<file path="src/rtl/transp_pkg.sv">
package transp_pkg;
  localparam int unsigned DIM_DEF = 8;
  localparam int unsigned CNT_W_DEF = $clog2(DIM_DEF);
endpackage

</file>
<file path="src/rtl/transp_seq.sv">
module transp_seq #(
  parameter int unsigned DIM = transp_pkg::DIM_DEF,
  localparam int unsigned CNT_W = $clog2(DIM)
) (
  input  logic             clk_i,
  input  logic             rst_ni,
  input  logic             wr_valid_i,
  input  logic             rd_strobe_i,
  output logic             wr_acc_o,
  output logic             rd_acc_o,
  output logic [CNT_W-1:0] rd_idx_o,
  output logic             done_o
);
  localparam logic [CNT_W-1:0] LAST = CNT_W'(DIM - 1);

  logic [CNT_W-1:0] wr_cnt_q, rd_cnt_q;
  logic             done_q;

  assign wr_acc_o = wr_valid_i && !done_q;
  assign rd_acc_o = rd_strobe_i && done_q;

  always_ff @(posedge clk_i or negedge rst_ni) begin
    if (!rst_ni) begin
      wr_cnt_q <= '0;
      rd_cnt_q <= '0;
      done_q   <= 1'b0;
    end else begin
      if (wr_acc_o) begin
        if (wr_cnt_q == LAST) begin
          wr_cnt_q <= '0;
          done_q   <= 1'b1;
        end else begin
          wr_cnt_q <= wr_cnt_q + 1'b1;
        end
      end
      if (rd_acc_o) begin
        if (rd_cnt_q == LAST) begin
          rd_cnt_q <= '0;
          done_q   <= 1'b0;
        end else begin
          rd_cnt_q <= rd_cnt_q + 1'b1;
        end
      end
    end
  end

  assign rd_idx_o = rd_cnt_q;
  assign done_o   = done_q;
endmodule

</file>
<file path="src/rtl/transp_matrix.sv">
module transp_matrix #(
  parameter int unsigned DIM = transp_pkg::DIM_DEF,
  localparam int unsigned CNT_W = $clog2(DIM)
) (
  input  logic             clk_i,
  input  logic             rst_ni,
  input  logic             shift_en_i,
  input  logic [DIM-1:0]   din_i,
  input  logic [CNT_W-1:0] sel_i,
  output logic [DIM-1:0]   dout_o
);
  logic [DIM-1:0] row_q [DIM];

  // row k collects bit (DIM-1-k) of each column, first column lands in MSB
  for (genvar k = 0; k < DIM; k++) begin : g_row
    always_ff @(posedge clk_i or negedge rst_ni) begin
      if (!rst_ni)         row_q[k] <= '0;
      else if (shift_en_i) row_q[k] <= {row_q[k][DIM-2:0], din_i[DIM-1-k]};
    end
  end

  assign dout_o = row_q[sel_i];
endmodule

</file>
<file path="src/rtl/transp_rd_port.sv">
module transp_rd_port #(
  parameter int unsigned DIM = transp_pkg::DIM_DEF
) (
  input  logic           clk_i,
  input  logic           rst_ni,
  input  logic           rd_acc_i,
  input  logic [DIM-1:0] din_i,
  output logic [DIM-1:0] rd_data_o,
  output logic           rd_valid_o
);
  always_ff @(posedge clk_i or negedge rst_ni) begin
    if (!rst_ni) begin
      rd_data_o  <= '0;
      rd_valid_o <= 1'b0;
    end else begin
      rd_valid_o <= rd_acc_i;
      if (rd_acc_i) rd_data_o <= din_i;
    end
  end
endmodule

</file>
<file path="src/rtl/transp_8x8.sv">
module transp_8x8 #(
  parameter int unsigned DIM = transp_pkg::DIM_DEF
) (
  input  logic           clk_i,
  input  logic           rst_ni,
  input  logic           wr_valid_i,
  input  logic [DIM-1:0] wr_data_i,
  input  logic           rd_strobe_i,
  output logic [DIM-1:0] rd_data_o,
  output logic           rd_valid_o,
  output logic           done_o
);
  localparam int unsigned CNT_W = $clog2(DIM);

  logic             wr_acc, rd_acc;
  logic [CNT_W-1:0] rd_idx;
  logic [DIM-1:0]   row_sel;

  transp_seq #(.DIM(DIM)) i_seq (
    .clk_i      (clk_i),
    .rst_ni     (rst_ni),
    .wr_valid_i (wr_valid_i),
    .rd_strobe_i(rd_strobe_i),
    .wr_acc_o   (wr_acc),
    .rd_acc_o   (rd_acc),
    .rd_idx_o   (rd_idx),
    .done_o     (done_o)
  );

  transp_matrix #(.DIM(DIM)) i_matrix (
    .clk_i     (clk_i),
    .rst_ni    (rst_ni),
    .shift_en_i(wr_acc),
    .din_i     (wr_data_i),
    .sel_i     (rd_idx),
    .dout_o    (row_sel)
  );

  transp_rd_port #(.DIM(DIM)) i_rd_port (
    .clk_i     (clk_i),
    .rst_ni    (rst_ni),
    .rd_acc_i  (rd_acc),
    .din_i     (row_sel),
    .rd_data_o (rd_data_o),
    .rd_valid_o(rd_valid_o)
  );
endmodule

</file>
<file path="config.mk">
export PLATFORM = sky130hd
export DESIGN_NAME = transp_8x8
export DESIGN_NICKNAME = d
export VERILOG_FILES = /design/src/rtl/transp_pkg.sv /design/src/rtl/transp_seq.sv /design/src/rtl/transp_matrix.sv /design/src/rtl/transp_rd_port.sv /design/src/rtl/transp_8x8.sv
export SDC_FILE = /design/constraint.sdc
export NUM_CORES = 1
export LEC_CHECK = 0
export ABC_CLOCK_PERIOD_IN_PS = 4000
export BUFFER_PORTS_ARGS = -buffer_cell sky130_fd_sc_hd__clkbuf_2
export CAP_MARGIN = 5
export CELL_PAD_IN_SITES_DETAIL_PLACEMENT = 0
export CELL_PAD_IN_SITES_GLOBAL_PLACEMENT = 1
export CORE_UTILIZATION = 41
export CTS_CLUSTER_DIAMETER = 60
export DETAILED_ROUTE_END_ITERATION = 6
export GPL_ROUTABILITY_DRIVEN = 0
export PLACE_DENSITY = 0.76
export SKIP_CTS_REPAIR_TIMING = 1
export SLEW_MARGIN = 20
export SYNTH_ARGS = -nofsm -noshare
export SYNTH_HDL_FRONTEND = slang
export SYNTH_SLANG_ARGS = --single-unit
</file>
<file path="constraint.sdc">
create_clock -name clk_i -period 4 [get_ports clk_i]
set_input_delay 0.4 -clock clk_i [delete_from_list [all_inputs] [get_ports clk_i]]
set_output_delay 0.4 -clock clk_i [all_outputs]
set_load 0.01 [all_outputs]
</file>
==> impl_metrics.py <==
metrics = {
    "clock_network": {
        "clock_tree.root_cell": "sky130_fd_sc_hd__clkbuf_8",
        "cts_inserted_buffers": 9,
        "clock_path_buffers": 2,
        "cts.reportedPaths.clkPinSlew_ns": 0.08,
        "cts_tree": "yes",
        "tritoncts_num_sinks": 80,
        "ctsHtreeMaxLevel": 3,
        "clk_latency_ns": 0.34,
    },
    "logic_synthesis": {
        "syn_inst": 244,
        "synth_top_area_share_pct": 55.63,
        "synth_top_cell_by_area": "sky130_fd_sc_hd__dfrtp_1",
        "synthTopCellsByArea": "sky130_fd_sc_hd__dfrtp_1 56%, sky130_fd_sc_hd__mux2_2 26%, sky130_fd_sc_hd__mux2i_1 4.5%, sky130_fd_sc_hd__o31ai_2 2.8%, sky130_fd_sc_hd__a22o_1 1.9%",
        "synth_cell_types": 24,
        "post_synth.cell_area_avg_um2": 14.75,
        "synth.cell_area_mm2": 0.003598,
        "ys.warnings.count": 0,
        "syn_nets": 260,
        "postSynthRegisterBits": 80,
        "synth_seq_area_share_pct": 55.63,
    },
    "finish": {
        "diodes": 0,
        "multi_input_comb_area_mm2": 0.001483,
        "flow.area_growth_from_synthesis_pct": 9.284,
        "design_area_mm2": 0.003933,
        "area.sequential_mm2": 0.002002,
        "num-nets-final": 279,
        "drive_gt1_share_pct": 48.69,
        "num-fill-cells": 771,
    },
    "timing": {
        "finalCritPeriodShare_pct": 51.21,
        "worstMarginPinSlew_ns": 0.8525,
        "tns_ns": 0,
        "setup_viol": 0,
        "max_clock_freq_mhz": 488.2,
        "maxSlewHeadroom_pct": 43.03,
        "clock-skew-final_ns": 0.008952,
        "rsz0062_at_grt": "no",
        "finalHoldViolations": 0,
        "fin_crit_ns": 2.048,
        "max_slew_vio_count": 0,
    },
    "worst_setup_path": {
        "timing.critical_path.arrival_ns": 2.27,
        "launch_point_of_the_worst_reg_to_reg_path": "i_seq.rd_idx_o[0]",
        "endpoint_kind": "flop",
        "critical_path_peak_fanout": 19,
        "r2r_slack_ns": 1.95,
        "startpoint_kind_of_the_worst_setup_timing_path": "flop",
        "crit_type": "reg2reg",
        "critical_path_required_ns": 4.22,
        "r2r_path_end": "i_seq.rd_idx_o[2]",
        "worst-r2r-cell-count": 4,
    },
    "detailed_routing": {
        "drt-vias-per-instance": 5.142,
        "drc": 0,
        "totalWireLength_um": 5823,
        "drt_iter0_markers": 83,
        "routed-via-count": 1913,
        "drt.antenna.violating_nets": 0,
        "drt-wirelength-per-cell_um": 15.65,
        "detail_route.first_pass.iterations": 3,
    },
    "floorplanning": {
        "area_inside_the_core_boundary_mm2": 0.008341,
        "die_w_um": 95.69,
        "floorplan.die.height_um": 95.69,
        "floorplan.initialDensity_pct": 43.14,
        "die_area_mm2": 0.009156,
        "number_of_i_o_pins": 22,
        "placementRows": 33,
    },
    "power_and_ir_drop": {
        "clkPwrFrac_pct": 16.8,
        "power.net_switching_mw": 1.116,
        "irDropWorstVdd_mv": 0.2961,
        "net_switching_share_of_the_total_power_pct": 32.88,
        "portion_of_total_power_attributed_to_sequential_cells_pct": 45.6,
        "power.combinational.fraction_pct": 37.6,
        "powerDensity_mw_per_mm2": 863.1,
        "cellLeakagePower_nw": 1.718,
        "power.total_mw": 3.394,
        "internal_power_mw": 2.278,
    },
    "run": {
        "drv_cap": 0,
    },
    "run_status": {
        "result_of_the_run": "finished, final reports clean",
    },
    "grt": {
        "grt_use_total_pct": 14.89,
        "grt_start_max_net_pins": 81,
        "grt_antenna_before_repair": 0,
        "grt_pass1_wl_um": 10150,
        "first_global_vias": 2017,
        "grt_remaining_overflow": 0,
    },
    "place": {
        "io_buffer_count": 21,
        "dp_area_mm2": 0.003742,
        "half_perimeter_wire_length_of_the_detailed_placement_result_um": 3714,
    },
    "worst_hold_path": {
        "worst_hold_check_path_type": "in2async",
    },
}
power groups by stage:
stage	combinational, mW	clock, mW	sequential (mW)
after detailed placement	1.29	0	1.57
after global placement	1.26	0	1.56
after floorplan	1.13	0	1.46
after CTS	1.30	0.594	1.56
final	1.28	0.570	1.55
after global routing	1.42	0.627	1.62
cells in the final DEF, fill, tap and decap left out, drive strengths merged:
master  instances
mux2           85
a21oi           1
nor2            2
a31oi           1
a22o            8
bufinv          1
nor3            1
ha              4
nor2b           2
inv             1
o22ai           8
nand2b          1
clkbuf         31
buf             3
nand2          10
o31ai           8
dfrtp          80
mux2i          16
a21o            1
clkinv          3
metal layers:
metal  up-vias  routed length [µm]  share of wire, %  global-route usage [%]
li1        919                   -                 -                       -
met5         -                   0                 0                       0
met1       971                2961                51                   20.34
met2        17                2640                45                   22.20
met3         6                 146               2.5                   4.545
met4         0                  74               1.3                   5.597
cell usage after synthesis, drive strengths merged:
master / n
mux2i: 16
a21o: 1
nor2b: 2
buf: 14
a22o: 8
ha: 4
a21oi: 1
o22ai: 8
nor2: 2
mux2: 85
inv: 1
o31ai: 8
nor3: 1
clkbuf: 1
dfrtp: 80
nand2: 10
a31oi: 1
nand2b: 1
worst max-delay path: stages (launching register included):
cell	delay [ns]
sky130_fd_sc_hd__dfrtp_1	0.80
sky130_fd_sc_hd__buf_4	0.43
sky130_fd_sc_hd__ha_1	0.21
sky130_fd_sc_hd__ha_1	0.21
sky130_fd_sc_hd__mux2_2	0.26
final cells by class:
cell class                 count  area share (%)
tap                          105           3.341
timing repair buffer          23           3.213
clock buffer                  11           3.595
clock inverter                 4           1.145
inverter                       1         0.09545
sequential                    80           50.91
multi-input combinational    148           37.70
sequential cells by signal, summed over array words and instances (netlist names):
name and cells:
i_matrix.row_q 64, i_rd_port.rd_data_o 8, i_seq.rd_idx_o 3, i_seq.wr_cnt_q 3, i_rd_port.rd_valid_o 1, i_seq.done_o 1
cells by family after synthesis:
| logic type | Yosys count | share of synthesized area [%] |
|---|---|---|
| buffers and inverters | 16 | 3.303 |
| adders and majority gates | 4 | 1.391 |
| DFF | 80 | 55.63 |
| and+or+nand+nor | 16 | 1.982 |
| AOI/OAI and AO/OA | 27 | 6.641 |
| muxes | 101 | 31.05 |
metrics by stage:
step / utilization, % / setup WS, ns / instances / hold WS, ns
2_1_floorplan: - / 2.614 / 244 / 0.1044
3_3_place_gp: 44.87 / 2.000 / 357 / 0.4819
3_5_place_dp: 44.87 / 1.974 / 357 / 0.4847
4_1_cts: 47.10 / 1.949 / 372 / 0.2388
5_1_grt: 47.15 / 1.822 / 372 / 0.1341
6_report: 47.15 / 1.952 / 372 / 0.08733
worst max path at each step:
stage,startpoint,end,slack (ns),cells after the start
after floorplan,i_seq.done_o,i_matrix.row_q[0],2.61,4
after global placement,i_seq.rd_idx_o[0],i_seq.rd_idx_o[2],2.00,4
after detailed placement,i_seq.rd_idx_o[0],i_seq.rd_idx_o[2],1.97,4
after CTS,i_seq.rd_idx_o[0],i_seq.rd_idx_o[2],1.95,4
after global routing,i_seq.rd_idx_o[0],i_seq.rd_idx_o[2],1.82,4
final,i_seq.rd_idx_o[0],i_seq.rd_idx_o[2],1.95,4
No activity file was read; power rests on OpenSTA's default activity.
